--- src/rtl/bru_pkg.sv ---
package bru_pkg;
  typedef enum logic [1:0] {
    OP_OTHER = 2'd0,
    OP_BEQ   = 2'd1,
    OP_BNE   = 2'd2,
    OP_JMP   = 2'd3
  } br_op_e;
endpackage

--- src/rtl/bru_compare.sv ---
module bru_compare #(
  parameter int DATA_W = 32
) (
  input  logic [DATA_W-1:0] lhs,
  input  logic [DATA_W-1:0] rhs,
  output logic              same
);
  // Reduce the bitwise difference: one XOR level and an OR tree.
  logic [DATA_W-1:0] diff;
  assign diff = lhs ^ rhs;
  assign same = ~|diff;
endmodule

--- src/rtl/bru_hazard.sv ---
module bru_hazard #(
  parameter int REG_AW = 5
) (
  input  logic              need_regs,
  input  logic [REG_AW-1:0] src_a,
  input  logic [REG_AW-1:0] src_b,
  input  logic              ex_wr_en,
  input  logic [REG_AW-1:0] ex_dst,
  input  logic              mem_load,
  input  logic [REG_AW-1:0] mem_dst,
  output logic              hold
);
  localparam int NPROD = 2;

  logic [NPROD-1:0]  live;
  logic [REG_AW-1:0] dst [NPROD];
  logic [NPROD-1:0]  hit;

  assign live[0] = ex_wr_en;
  assign live[1] = mem_load;
  assign dst[0]  = ex_dst;
  assign dst[1]  = mem_dst;

  for (genvar g = 0; g < NPROD; g++) begin : g_prod
    // Register 0 is never a real producer.
    assign hit[g] = live[g] && (dst[g] != '0) && ((dst[g] == src_a) || (dst[g] == src_b));
  end

  assign hold = need_regs && (|hit);
endmodule

--- src/rtl/bru_next_pc.sv ---
module bru_next_pc #(
  parameter int PC_W  = 32,
  parameter int IDX_W = 26
) (
  input  logic [PC_W-1:0]  slot_pc,
  input  logic [PC_W-1:0]  offset,
  input  logic [IDX_W-1:0] index,
  output logic [PC_W-1:0]  seq_pc,
  output logic [PC_W-1:0]  br_pc,
  output logic [PC_W-1:0]  jmp_pc
);
  localparam int HI_W = PC_W - IDX_W - 2;

  assign seq_pc = slot_pc + PC_W'(4);
  assign br_pc  = slot_pc + (offset << 2);
  assign jmp_pc = {slot_pc[PC_W-1 -: HI_W], index, 2'b00};
endmodule

--- src/rtl/branch_pc_unit.sv ---
module branch_pc_unit
  import bru_pkg::*;
#(
  parameter int PC_W   = 32,
  parameter int IDX_W  = 26,
  parameter int DATA_W = 32,
  parameter int REG_AW = 5
) (
  input  logic              clk,
  input  logic              rst_n,
  input  logic              dec_valid,
  input  logic [1:0]        dec_op,
  input  logic [REG_AW-1:0] dec_rs,
  input  logic [REG_AW-1:0] dec_rt,
  input  logic [DATA_W-1:0] opnd_a,
  input  logic [DATA_W-1:0] opnd_b,
  input  logic [PC_W-1:0]   dec_offset,
  input  logic [IDX_W-1:0]  dec_index,
  input  logic              ex_wr_en,
  input  logic [REG_AW-1:0] ex_dst,
  input  logic              mem_load,
  input  logic [REG_AW-1:0] mem_dst,
  output logic [PC_W-1:0]   fetch_pc,
  output logic              redirect,
  output logic              stall
);
  br_op_e          op;
  logic            is_cond, is_jmp, same, cond_hit, hold;
  logic [PC_W-1:0] pc_q, pc_d, seq_pc, br_pc, jmp_pc;

  assign op      = br_op_e'(dec_op);
  assign is_cond = dec_valid && ((op == OP_BEQ) || (op == OP_BNE));
  assign is_jmp  = dec_valid && (op == OP_JMP);

  bru_compare #(.DATA_W(DATA_W)) cmp_i (
    .lhs (opnd_a),
    .rhs (opnd_b),
    .same(same)
  );

  bru_hazard #(.REG_AW(REG_AW)) haz_i (
    .need_regs(is_cond),
    .src_a    (dec_rs),
    .src_b    (dec_rt),
    .ex_wr_en (ex_wr_en),
    .ex_dst   (ex_dst),
    .mem_load (mem_load),
    .mem_dst  (mem_dst),
    .hold     (hold)
  );

  // pc_q is the delay-slot address while a control op sits in decode.
  bru_next_pc #(.PC_W(PC_W), .IDX_W(IDX_W)) npc_i (
    .slot_pc(pc_q),
    .offset (dec_offset),
    .index  (dec_index),
    .seq_pc (seq_pc),
    .br_pc  (br_pc),
    .jmp_pc (jmp_pc)
  );

  assign cond_hit = (op == OP_BEQ) ? same : !same;
  assign stall    = hold;
  assign redirect = !hold && ((is_cond && cond_hit) || is_jmp);

  always_comb begin
    if (hold)                pc_d = pc_q;
    else if (is_jmp)         pc_d = jmp_pc;
    else if (is_cond && cond_hit) pc_d = br_pc;
    else                     pc_d = seq_pc;
  end

  always_ff @(posedge clk or negedge rst_n) begin
    if (!rst_n) pc_q <= '0;
    else        pc_q <= pc_d;
  end

  assign fetch_pc = pc_q;
endmodule

--- config.mk ---
export PLATFORM = sky130hd
export DESIGN_NAME = branch_pc_unit
export DESIGN_NICKNAME = d
export VERILOG_FILES = /design/src/rtl/bru_pkg.sv /design/src/rtl/bru_compare.sv /design/src/rtl/bru_hazard.sv /design/src/rtl/bru_next_pc.sv /design/src/rtl/branch_pc_unit.sv
export SDC_FILE = /design/constraint.sdc
export NUM_CORES = 1
export LEC_CHECK = 0
export ABC_AREA = 1
export ABC_CLOCK_PERIOD_IN_PS = 2200
export BUFFER_PORTS_ARGS = -buffer_cell sky130_fd_sc_hd__buf_2
export CAP_MARGIN = 20
export CORE_MARGIN = 4
export CORE_UTILIZATION = 45
export CTS_CLUSTER_SIZE = 12
export DETAILED_ROUTE_END_ITERATION = 7
export GPL_ROUTABILITY_DRIVEN = 0
export PLACE_DENSITY = 0.76
export SYNTH_ARGS = -nofsm -noshare
export SYNTH_HDL_FRONTEND = slang
export SYNTH_SLANG_ARGS = --single-unit
export TNS_END_PERCENT = 50
--- constraint.sdc ---
create_clock -name clk -period 2.2 [get_ports clk]
set_input_delay 0.11 -clock clk [delete_from_list [all_inputs] [get_ports clk]]
set_output_delay 0.11 -clock clk [all_outputs]
set_load 0.02 [all_outputs]
==> out/summary.txt <==
Status = finished, violations left
Failing checks = setup timing
Synth Warn # = 0
WHS Path Cells = 3
Share of layout cells above drive strength 1 = 44.74%
Worst setup SP type = input pin
Slew @ Worst Pin = 0.7499 ns
HP Start = dec_index[6]
Wire per inst = 14.37 um
Slowest cell on crit path = ha_1
Clock skew = 0.008137 ns
Clock-pin slew on the worst setup and hold paths = 0.07 ns
Total gr overflow = 0
DRT iter0 DRCs = 259
Post-synthesis cell type count = 37
VDD IR max = 0.4379 mV
Vias/cell = 5.144
Commonest non-fill, non-tap cell in the layout = nand2_1
Row cnt = 35
Core Box Area = 9196 sq um
Hold endpoint = fetch_pc[8]$_DFFE_PN0N_
Port bufs = 178
CP Max Fanout = 16
Max Fclk = 368.8 MHz
Leakage power = 3.577 nW
Main synth FF type = dfrtp_1
Starting Density = 45.84%
Register area share after synthesis = 17.81%
R2R Path End = fetch_pc[22]$_DFFE_PN0N_
WL met1 = 5784 um
Final WL = 15250 um
Largest net degree at the start of global routing = 43
Worst-skew pair later-pin latency = 0.30 ns
Worst Path Required = 2.43 ns
Pre-CTS setup slack = -0.7883 ns
Final hold vios = 0
Initial antenna violation count = 0
H-tree depth = 2
Reg-to-Reg Start = fetch_pc[13]$_DFFE_PN0N_
Vias in the first global route = 5130
Synth Instances = 690
Die X = 104.8 um
Final worst setup slack = -0.5118 ns
Final slew viol count = 0
Mapped cell area = 4215 sq um
Clk buf depth = 2
Unrepaired setup endpoints after global routing = yes
CTS tree = built
Overall Global Routing Usage = 24.95%
I/O Pins = 183
#FFs+latches synth = 30
DIE HEIGHT = 104.8 um
Number of clock sinks = 30
Worst setup EP type = flip-flop
Met2 WL post-DR = 7791 um
Pwr Total = 0.006331 W
Met3 Routed Length = 1243 um
Nets = 1130
Syn Area/Cell = 6.109 sq um
R2R depth = 11
Tcrit/Tclk final = 123.3%
Detailed placement HPWL = 11070 um
MaxCap Viol Count = 0
Top Metal Used = met4
Number of buffers created by CTS = 5
DR vias = 5458
Largest register FFs = 30
Ys async rst share = 100.0%
# setup viols final = 27
1st-pass router iterations = 7
First-pass GRT wire length = 23000 um
Relative slew slack = 50.00%
Die Area = 10980 sq um
FILL cells = 722
Residual DRC count = 0
DRT antenna net count = 0
Number of synthesized flops with an enable pin = 0
Most frequent cells in the layout = 182 x nand2_1, 150 x buf_2, 82 x buf_4, 80 x inv_1, 55 x nor2_1
Slowest stage delay, CP = 0.37 ns
Critical path cell sequence = buf_6, xnor2_1, nand2_1, nor2_1, nand2_1, nor2_2, nand3_2, nand2_2, nor2_4, inv_2, buf_12, nor2_1, ha_1, nand2_1, nor2_1, buf_4, nand2_1, nand2_1, nand2_1, nand3_2, xor2_1, nor2_1, o21ai_1
Period minus WS final = 2.712 ns
Pwr/cell area = 943.0 nW/um^2
WP data arrival = 2.94 ns
Hold Crit Class = input pin to flip-flop
Critical path class = input pin to flip-flop
Ant diodes = 0
Clk root buf = clkbuf_8
Synth-to-layout area growth = 59.28%
Reg2Reg Setup Slack = 0.04 ns
Top cell by count, worst path = nand2_1
-- critical path: cells and delay by family --
kind | cells | cell delay, ns
AOI/OAI and AO/OA | 1 | 0.13
adders and majority gates | 1 | 0.37
buffers and inverters | 4 | 0.50
and+or+nand+nor | 15 | 1.45
xor gates and xnor gates | 2 | 0.36
-- where the power goes --
group,total [W],leakage (nW),internal [W],switching (W)
logic,0.00468,3.18,0.00219,0.00249
clock network,0.000490,0.0482,0.000252,0.000237
registers,0.00116,0.349,0.000841,0.000321
-- metrics by stage --
step                TNS [ns]  hold slack [ns]  utilization, %  std cells  cell area [sq um]
finish                -8.795          0.07140           73.01       1061               6714
global route          -13.89           0.1023           73.01       1061               6714
CTS                   -6.263          0.07535           69.61       1056               6401
detailed placement    -17.64           0.2165           63.25       1037               5817
global placement      -16.20           0.2073           63.25       1037               5817
floorplan             -4.650          -0.1856               -        691               4349
-- area by class of cell --
type / count / area, sq um / share of cell area (%)
Clock buffer: 7 / 86.33 / 1.286
Clock inverter: 1 / 5.005 / 0.07454
Inverter: 94 / 354.1 / 5.274
Multi-Input combinational cell: 552 / 3622 / 53.95
Sequential cell: 30 / 750.7 / 11.18
Tap cell: 111 / 138.9 / 2.069
Timing Repair Buffer: 266 / 1757 / 26.16
-- cells by family (layout without fill, tap and decap cells) --
kind of cell    after synthesis  after routing  synth area share (%)
simple gates                344            344                 34.82
compound gates              124            124                 16.09
buf+inv                     109            368                 11.13
xor+xnor                     50             50                 10.39
fa+ha+maj                    32             32                 9.676
flops                        30             30                 17.81
other cells                   1              2               0.08896
-- cells in the mapped netlist, types with 5 or more instances --
cell | number | share of area [%]
a21oi_1 | 47 | 5.6
o21ai_0 | 33 | 3.9
inv_1 | 90 | 8.0
xor2_1 | 15 | 3.1
nor2_1 | 78 | 6.9
a31oi_1 | 5 | 0.74
ha_1 | 31 | 9.2
a21o_1 | 5 | 0.89
nand2_1 | 206 | 18
xnor2_1 | 35 | 7.3
o21ai_1 | 20 | 2.4
nand3_1 | 23 | 2.7
nand4_1 | 5 | 0.74
dfrtp_1 | 30 | 18
o211ai_1 | 6 | 1.1
nor2_4 | 11 | 2.9
-- per-layer routing --
metal	vias to the layer above	global-route usage (%)
li1	2698	-
met1	2490	29.25
met2	224	45.33
met3	46	5.744
met4	0	6.748
met5	-	0
-- how the worst max path moves through the flow --
| stage | start | end | slack (ns) |
|---|---|---|---|
| 2_1_floorplan | opnd_b[6] | fetch_pc[24]$_DFFE_PN0N_ | -0.41 |
| 3_3_place_gp | opnd_b[30] | fetch_pc[31]$_DFFE_PN0P_ | -0.73 |
| 3_5_place_dp | opnd_b[26] | fetch_pc[31]$_DFFE_PN0P_ | -0.79 |
| 4_1_cts | opnd_b[26] | fetch_pc[22]$_DFFE_PN0N_ | -0.34 |
| 5_1_grt | opnd_a[16] | fetch_pc[30]$_DFFE_PN0P_ | -0.64 |
| 6_report | opnd_b[13] | fetch_pc[22]$_DFFE_PN0N_ | -0.51 |
-- timing repair --
item,4_1_cts,5_1_grt
endpoints found under the setup margin,26,28
endpoints found under the hold margin,30,0
buffers inserted,10,5
gates resized for setup,94,60
hold buffers,1,0
pin swaps,20,33
Power figures use the tool's default switching activity.
